<file path="config.mk">
export PLATFORM = sky130hd
export DESIGN_NAME = prio_nest_resolver
export DESIGN_NICKNAME = d
export VERILOG_FILES = /design/src/rtl/prio_pkg.sv /design/src/rtl/prio_rotate.sv /design/src/rtl/prio_first_set.sv /design/src/rtl/prio_offset_reg.sv /design/src/rtl/prio_nest_resolver.sv
export SDC_FILE = /design/constraint.sdc
export NUM_CORES = 1
export LEC_CHECK = 0
export ABC_AREA = 1
export BUFFER_PORTS_ARGS = -buffer_cell sky130_fd_sc_hd__buf_4
export CORE_UTILIZATION = 55
export CTS_CLUSTER_DIAMETER = 120
export DETAILED_ROUTE_END_ITERATION = 7
export PLACE_DENSITY = 0.85
export SYNTH_ARGS = -nofsm -noshare
export SYNTH_HDL_FRONTEND = slang
export SYNTH_SLANG_ARGS = --single-unit
</file>
<file path="constraint.sdc">
create_clock -name clk -period 8.8 [get_ports clk]
set_input_delay 1.76 -clock clk [delete_from_list [all_inputs] [get_ports clk]]
set_output_delay 1.76 -clock clk [all_outputs]
set_load 0.05 [all_outputs]
</file>
<file path="src/rtl/prio_pkg.sv">
package prio_pkg;
  parameter int unsigned PRIO_LINES   = 8;
  parameter int unsigned CASCADE_LINE = 2;
endpackage

</file>
<file path="src/rtl/prio_rotate.sv">
// Rotates a vector right so that element amt_i lands at position 0.
module prio_rotate #(
  parameter int unsigned N  = 8,
  parameter int unsigned LW = 3
) (
  input  logic [N-1:0]  vec_i,
  input  logic [LW-1:0] amt_i,
  output logic [N-1:0]  vec_o
);
  logic [2*N-1:0] dbl;
  always_comb begin
    dbl   = {vec_i, vec_i} >> amt_i;
    vec_o = dbl[N-1:0];
  end
endmodule

</file>
<file path="src/rtl/prio_first_set.sv">
// Index of the lowest set bit, or N when the vector is empty.
module prio_first_set #(
  parameter int unsigned N  = 8,
  parameter int unsigned RW = 4
) (
  input  logic [N-1:0]  vec_i,
  output logic [RW-1:0] rank_o
);
  localparam logic [RW-1:0] NONE = RW'(N);
  always_comb begin
    rank_o = NONE;
    for (int i = N - 1; i >= 0; i--) begin
      if (vec_i[i]) rank_o = RW'(i);
    end
  end
endmodule

</file>
<file path="src/rtl/prio_offset_reg.sv">
// Holds the rotation offset; a load makes the named line the lowest priority.
module prio_offset_reg #(
  parameter int unsigned N  = 8,
  parameter int unsigned LW = 3
) (
  input  logic          clk,
  input  logic          rst_n,
  input  logic          load_i,
  input  logic [LW-1:0] line_i,
  output logic [LW-1:0] off_o
);
  localparam logic [LW-1:0] LAST = LW'(N - 1);
  logic [LW-1:0] next_off;

  always_comb next_off = (line_i == LAST) ? '0 : line_i + LW'(1);

  always_ff @(posedge clk or negedge rst_n) begin
    if (!rst_n)      off_o <= '0;
    else if (load_i) off_o <= next_off;
  end
endmodule

</file>
<file path="src/rtl/prio_nest_resolver.sv">
module prio_nest_resolver #(
  parameter int unsigned N         = prio_pkg::PRIO_LINES,
  parameter bit          MASTER    = 1'b1,
  parameter int unsigned CASC_LINE = prio_pkg::CASCADE_LINE,
  localparam int unsigned LW       = $clog2(N),
  localparam int unsigned RW       = $clog2(N + 1)
) (
  input  logic          clk,
  input  logic          rst_n,
  input  logic [N-1:0]  req_i,
  input  logic [N-1:0]  mask_i,
  input  logic [N-1:0]  insvc_i,
  input  logic          spec_mask_i,
  input  logic          nest_mode_i,
  input  logic          rot_valid_i,
  input  logic [LW-1:0] rot_line_i,
  output logic          irq_o,
  output logic [LW-1:0] irq_line_o,
  output logic [RW-1:0] insvc_rank_o
);
  localparam logic [LW:0] NWIDE = (LW + 1)'(N);

  logic [LW-1:0] off_q;
  logic [N-1:0]  cand, cand_rot;
  logic [N-1:0]  insvc_seen, insvc_rot;
  logic [N-1:0]  insvc_sm;
  logic [RW-1:0] cand_rank, top_rank;
  logic [LW:0]   line_sum;

  prio_offset_reg #(.N(N), .LW(LW)) u_off (
    .clk(clk), .rst_n(rst_n), .load_i(rot_valid_i),
    .line_i(rot_line_i), .off_o(off_q)
  );

  always_comb begin
    cand     = req_i & ~mask_i;
    insvc_sm = spec_mask_i ? (insvc_i & ~mask_i) : insvc_i;
  end

  // Cascade exclusion only exists on the master build.
  generate
    if (MASTER) begin : g_master
      always_comb begin
        insvc_seen = insvc_sm;
        if (nest_mode_i) insvc_seen[CASC_LINE] = 1'b0;
      end
    end else begin : g_slave
      always_comb insvc_seen = insvc_sm;
    end
  endgenerate

  prio_rotate #(.N(N), .LW(LW)) u_rot_req (
    .vec_i(cand), .amt_i(off_q), .vec_o(cand_rot)
  );
  prio_rotate #(.N(N), .LW(LW)) u_rot_isr (
    .vec_i(insvc_seen), .amt_i(off_q), .vec_o(insvc_rot)
  );
  prio_first_set #(.N(N), .RW(RW)) u_enc_req (
    .vec_i(cand_rot), .rank_o(cand_rank)
  );
  prio_first_set #(.N(N), .RW(RW)) u_enc_isr (
    .vec_i(insvc_rot), .rank_o(top_rank)
  );

  // Map the rank back to a line index: (rank + offset) mod N.
  always_comb begin
    line_sum     = {1'b0, cand_rank[LW-1:0]} + {1'b0, off_q};
    irq_o        = (cand_rank < top_rank);
    insvc_rank_o = top_rank;
    if (!irq_o)                irq_line_o = '0;
    else if (line_sum >= NWIDE) irq_line_o = LW'(line_sum - NWIDE);
    else                       irq_line_o = line_sum[LW-1:0];
  end
endmodule

</file>
# Yosys cells after proc, flatten, opt, wreduce, memory -nomap -nowiden
# Index checks and enable logic that the tools add are counted.
dict set report word_totals {
  reg_bits 3
  in_bits 32
  output_inout_bits 8
  elab_cells 33
}
dict set report op_classes {
  addsub 3
  order_cmp 2
  eq_ne 1
  n_shift 2
  muxes 21
  bitwise_logic 3
}
# cell count
set ops {}
lappend ops {{$mux W4} 16}
lappend ops {{$shr A16 B3 Y8} 2}
lappend ops {{$and A8 B8 Y8} 2}
lappend ops {{$mux W3} 3}
lappend ops {{$mux W8} 1}
lappend ops {{$not A8 Y8} 1}
lappend ops {{$add A3 B3 Y4} 1}
lappend ops {{$ge A4 B4 Y1 const B} 1}
lappend ops {{$lt A4 B4 Y1} 1}
lappend ops {{$add A3 B1 Y3 const B} 1}
lappend ops {{$eq A3 B3 Y1 const B} 1}
lappend ops {{$sub A3 B1 Y3 const B} 1}
lappend ops {{$mux W1} 1}

# Logic depth before layout (Yosys ltp)
dict set report logic_depth {
  word_depth 15
  mapped_depth 21
  depth_no_buf 19
}

# Cells and area by module
# Synthesis repeated with hierarchy kept, for this count alone.
dict set report hier_totals {
  hier_cells 240
  area_unflattened_um2 1323.8
}
# mod n_inst cells_per_inst area_per_inst_um2 seq_area_each_um2
set modules_own_cells {}
lappend modules_own_cells {prio_rotate 2 62 336.6 0.0}
lappend modules_own_cells {prio_nest_resolver 1 57 301.5 0.0}
lappend modules_own_cells {prio_first_set 2 21 101.3 0.0}
lappend modules_own_cells {prio_offset_reg 1 17 146.4 75.1}

# Worst setup path before layout
# OpenSTA, ideal clock, no wires.
dict set report synth_path {
  kind {input -> output}
  start {input spec_mask_i}
  end {output irq_line_o[0]}
  arrival_time_ps 4677
  required_ps 7040
  setup_slack_ps 2363
  path_stages 18
  path_buffers 1
  path_cell_list {buf_2 -> nand2_1 -> nand3_1 -> nand3_1 -> nand2_1 -> inv_1 -> o21ai_0 -> nand2_1 -> nor2_1 -> inv_1 -> nor2_1 -> inv_1 -> ha_1 -> nand2_1 -> inv_1 -> nand2_1 -> nand2_2 -> nor2_1}
}
dict set report synth_between {
  elab_chain_len 13
}
# item line
set synth_rtl {}
lappend synth_rtl {{from (decl)} prio_nest_resolver.sv:13} ;# input logic spec_mask_i,
lappend synth_rtl {{$mux W8 (*)} prio_nest_resolver.sv:37} ;# insvc_sm = spec_mask_i ? (insvc_i & ~mask_i) : insvc_i;
lappend synth_rtl {{$mux W1} prio_nest_resolver.sv:45} ;# if (nest_mode_i) insvc_seen[CASC_LINE] = 1'b0;
lappend synth_rtl {{$shr A16 B3 Y8 (*)} prio_rotate.sv:12} ;# dbl = {vec_i, vec_i} >> amt_i;
lappend synth_rtl {{$mux W4 (7 in series)} prio_first_set.sv:13} ;# if (vec_i[i]) rank_o = RW'(i);
lappend synth_rtl {{$mux W4 (*)} prio_first_set.sv:13}
lappend synth_rtl {{net insvc_rank_o[2]} prio_nest_resolver.sv:19} ;# output logic [RW-1:0] insvc_rank_o
lappend synth_rtl {{$lt A4 B4 Y1 (*)} prio_nest_resolver.sv:68} ;# irq_o = (cand_rank < top_rank);
lappend synth_rtl {{$mux W3 (*)} prio_nest_resolver.sv:70} ;# if (!irq_o) irq_line_o = '0;
lappend synth_rtl {{to (decl)} prio_nest_resolver.sv:18} ;# output logic [LW-1:0] irq_line_o,
# The timed path passes the listed nets; every way through them passes the cells marked *.

# Worst setup path after layout
dict set report layout_path {
  start {input mask_i[1]}
  end {output irq_line_o[2]}
}
dict set report layout_between {
  elab_chain_len 15
  word_cells_on_any_way 28
  cone_classes {add/sub: 2; order compare: 2; shift: 2; mux: 19; bitwise: 3}
}
# item line
set layout_rtl {}
lappend layout_rtl {{from (decl)} prio_nest_resolver.sv:11} ;# input logic [N-1:0] mask_i,
lappend layout_rtl {{$not A8 Y8 (*)} {prio_nest_resolver.sv:36, prio_nest_resolver.sv:37}}
lappend layout_rtl {{$and A8 B8 Y8} prio_nest_resolver.sv:36} ;# cand = req_i & ~mask_i;
lappend layout_rtl {{$shr A16 B3 Y8} prio_rotate.sv:12}
lappend layout_rtl {{$mux W4 (8 in series)} prio_first_set.sv:13}
lappend layout_rtl {{$add A3 B3 Y4} prio_nest_resolver.sv:67} ;# line_sum = {1'b0, cand_rank[LW-1:0]} + {1'b0, off_q};
lappend layout_rtl {{$ge A4 B4 Y1 or $sub A3 B1 Y3 (tied branches)} prio_nest_resolver.sv:71} ;# else if (line_sum >= NWIDE) irq_line_o = LW'(line_sum - NWIDE);
lappend layout_rtl {{$mux W3} prio_nest_resolver.sv:71}
lappend layout_rtl {{$mux W3 (*)} prio_nest_resolver.sv:70}
# Every way passes the cells marked *; elsewhere a longest branch is shown, timed or not.

==> metrics.txt <==
layout cells sized above 1=0.233; run status=completed; cell taking the most area after synthesis=sky130_fd_sc_hd__nand3_1; largest net degree at the start of global routing=22; post-synthesis compound-gate area fraction=0.0794; die extent in x=roughly 50 um; total clock buffers created by CTS=3; antenna violations before repair=0; insertion delay of the later-clocked pin in the worst-skew pair=approximately 240 ps; Top cell by count, worst path=sky130_fd_sc_hd__nand2_1; flip-flop and latch count after synthesis=3; clock sink count=3; Arrival @ worst endpoint=between 4000 and 5000 ps; final net count=roughly 300; setup repair after global routing missed its margin=no; vertical die dimension=49.6 um; synthesized-area fraction occupied by adder cells=0.0764; die footprint=0.00246 sq mm; number of DRC violations after detailed-routing iteration 0=64; ANT nets after route=0; net switching power=roughly 170 uW; busiest layer in global routing=met2; portion of the clock cycle consumed by the worst path in the final layout=0.657; number of flip-flops in the largest register=3; filler cell count in the final layout=between 150 and 200; routing usage on met3=0.0247; type of destination of the critical path=primary output; internal power consumption=around 110 uW; Core Box Area=~0.002 sq mm; remaining global-route overflow=0; Vias per Instance=about 5.4; H-tree levels=1; Min Hold Slack=1070 ps; mux contribution to synthesized area=0; number of warning messages in the yosys log=0; effective utilization at floorplan=0.610; combined area of the multi-input logic cells=approximately 970 sq um; number of hold buffers added after cts=0; FF-to-FF Start=u_off.off_o[2]; count of antenna diodes in the layout=0; Syn Inst Count=229; startpoint of the tightest hold check path=u_off.off_o[0]; power share of the clock group=0.089; dpl hpwl=between 2000 and 3000 um; vias in the first global route=1374; last weighted congestion value of the routability-driven placer=0.880; maximum fanout encountered on the critical timing path=2; DRC=0; Final Setup Violations=0; TritonCTS clock tree=yes; worst hold path stage count=2; power per unit of standard cell area=around 190 mW/mm^2; wire length of the first global-routing pass=between 5000 and 6000 um; max-capacitance violation count=0; logic depth of the worst register-to-register path=2; Slowest cell on crit path=sky130_fd_sc_hd__fa_1; total length of routed wires=about 3200 um; post-synthesis share of cell area spent on xor and xnor gates=0.0141; clock-pin transition on the worst setup and hold timing paths=40 ps; required time worst endpoint=roughly 7000 ps; Synth area leaders=sky130_fd_sc_hd__nand3_1 (25%), sky130_fd_sc_hd__nand2_1 (22%), sky130_fd_sc_hd__inv_1 (8.1%); register area=between 70 and 80 sq um; Leakage=0.000878 uW; Critical Path, Cell by Cell=buf_4 > inv_1 > nand3_1 > nand3_1 > nand2_1 > nand2_1 > nand2_1 > nand2_1 > nand2_1 > nand2_1 > nand2_1 > nand2_1 > nand2_1 > nand2_1 > inv_1 > ha_1 > fa_1 > xnor2_1 > xor2_1 > nor2_1 > buf_4; CTS Root Buffer Type=sky130_fd_sc_hd__clkbuf_4; most common cell after layout, fill and taps aside=sky130_fd_sc_hd__nand2_1; startpoint-to-endpoint class of the critical path=in2out; most used cells in the layout excluding fill and tap cells=sky130_fd_sc_hd__nand2_1 (72), sky130_fd_sc_hd__nand3_1 (61), sky130_fd_sc_hd__buf_4 (39); total negative slack for setup checks=0 ps; met2 demand-to-capacity share in global routing=0.509; maximum VDD drop=roughly 0.36 mV; ports placed on the boundary=40; final hold violations=0; dominant combinational cell family by area after synthesis=simple AND/OR/NAND/NOR gates; post-detailed-route wirelength per cell=11.1 um; number of standard-cell rows in the floorplan=16; fmax=around 170 MHz; sequential-to-total area share from yosys stat=0.0603; destination of the worst register-to-register timing path=u_off.off_o[2]; combinational share of power=0.826; net switching share of the total power=0.610; met1 Use GR=0.351; router iterations before antenna repair=4; final-report max-slew violation count=0; worst hold path type=reg2reg; Port-buffer cells=39; post-route minimum period=5780 ps; overall via count from detail_route=around 1600; area added between synthesis and finish=21.3%; Most flops, register=u_off.off_o; clock buffer depth=2; kind of start point of the critical path=input port; Total Routing Usage GR=0.287; Yosys cell types=27; Net Count, Synth=between 200 and 300; terminating pin of the worst hold path=u_off.off_o[0]; synthesized area per cell=5.44 sq um; register-to-register setup slack=around 7400 ps; Relative slew margins=0.533; delay of the slowest cell on the worst path=roughly 380 ps; setup clock skew after layout=0 ps; number of gates resized after CTS=0; synthesized cell area=around 0.0012 sq mm; buffer count from post-CTS setup fixing=0; registers with the most flip-flops=u_off.off_o x3; simple-gate portion of the synthesized area=0.608; proportion of power drawn by flip-flops and latches=0.085; fraction of synthesized cell area taken by the top area cell type=0.245; slew at the pin closest to its max-slew limit=around 700 ps
==> power groups by stage <==
stage,logic [uW],registers [uW],clock network [uW]
after floorplan,189,16.9,0
after global placement,233,24.3,0
after detailed placement,236,24.1,0
after CTS,237,23.9,26.1
after global routing,262,24.8,28.0
final,236,24.2,25.5
==> worst max path at each step <==
stage	slack, ps	from	end
final	3020	mask_i[1]	irq_line_o[2]
after global routing	2790	mask_i[5]	irq_line_o[2]
after CTS	3020	mask_i[1]	irq_line_o[2]
after detailed placement	3030	mask_i[1]	irq_line_o[2]
after global placement	3090	mask_i[5]	irq_line_o[2]
after floorplan	2360	spec_mask_i	irq_line_o[0]
==> cells by family after synthesis <==
kind of cell | count (synthesis)
XOR/XNOR | 2
AND/OR/NAND/NOR | 162
adder cells (fa/ha/maj) | 7
buffers and inverters | 39
flip-flops | 3
AO/OA/AOI/OAI | 16
==> Yosys cell counts <==
library cell / n
sky130_fd_sc_hd__nand2_2: 4
sky130_fd_sc_hd__nand3_1: 61
sky130_fd_sc_hd__fa_1: 1
sky130_fd_sc_hd__inv_6: 1
sky130_fd_sc_hd__nor2_1: 13
sky130_fd_sc_hd__o21ai_1: 1
sky130_fd_sc_hd__a31o_2: 1
sky130_fd_sc_hd__o22ai_1: 1
sky130_fd_sc_hd__buf_12: 1
sky130_fd_sc_hd__xor2_1: 1
sky130_fd_sc_hd__nor3_1: 1
sky130_fd_sc_hd__nand3_2: 9
sky130_fd_sc_hd__buf_2: 3
sky130_fd_sc_hd__o21ai_0: 4
sky130_fd_sc_hd__inv_1: 27
sky130_fd_sc_hd__a31oi_1: 5
sky130_fd_sc_hd__dfrtp_1: 3
sky130_fd_sc_hd__inv_2: 1
sky130_fd_sc_hd__nand2_1: 72
sky130_fd_sc_hd__buf_4: 4
sky130_fd_sc_hd__o21ai_2: 2
sky130_fd_sc_hd__ha_1: 6
sky130_fd_sc_hd__xnor2_1: 1
sky130_fd_sc_hd__buf_6: 2
sky130_fd_sc_hd__a21oi_1: 2
sky130_fd_sc_hd__nor2_2: 1
sky130_fd_sc_hd__nand4_1: 1
==> area by class of cell <==
type	instances	area share
inverter	29	0.0754
clock buffer	4	0.0174
sequential	3	0.0497
tap	27	0.0224
multi-input combinational	187	0.641
timing repair buffer	39	0.194
==> worst max-delay path, delay by kind of cell <==
family                   cells  cell delay, ps
adder cells (fa/ha/maj)      2             570
buffers and inverters        4             440
XOR/XNOR                     2             330
AND/OR/NAND/NOR             13             910
==> layer usage <==
metal	up-vias	routed length, um
li1	822	-
met1	681	1470
met2	51	1510
met3	10	160
met4	0	70
met5	-	0
==> stage by stage <==
| step | cells | total power [uW] | cell area (sq um) | util | setup slack, ps |
|---|---|---|---|---|---|
| CTS | 289 | 287 | 1510 | 0.740 | 3020 |
| finish | 289 | 286 | 1510 | 0.740 | 3020 |
| global placement | 285 | 257 | 1480 | 0.727 | 3090 |
| global route | 289 | 315 | 1510 | 0.740 | 2790 |
| floorplan | 229 | 206 | 1240 | - | 2360 |
| detailed placement | 285 | 260 | 1480 | 0.727 | 3030 |
Power figures use the tool's default switching activity.
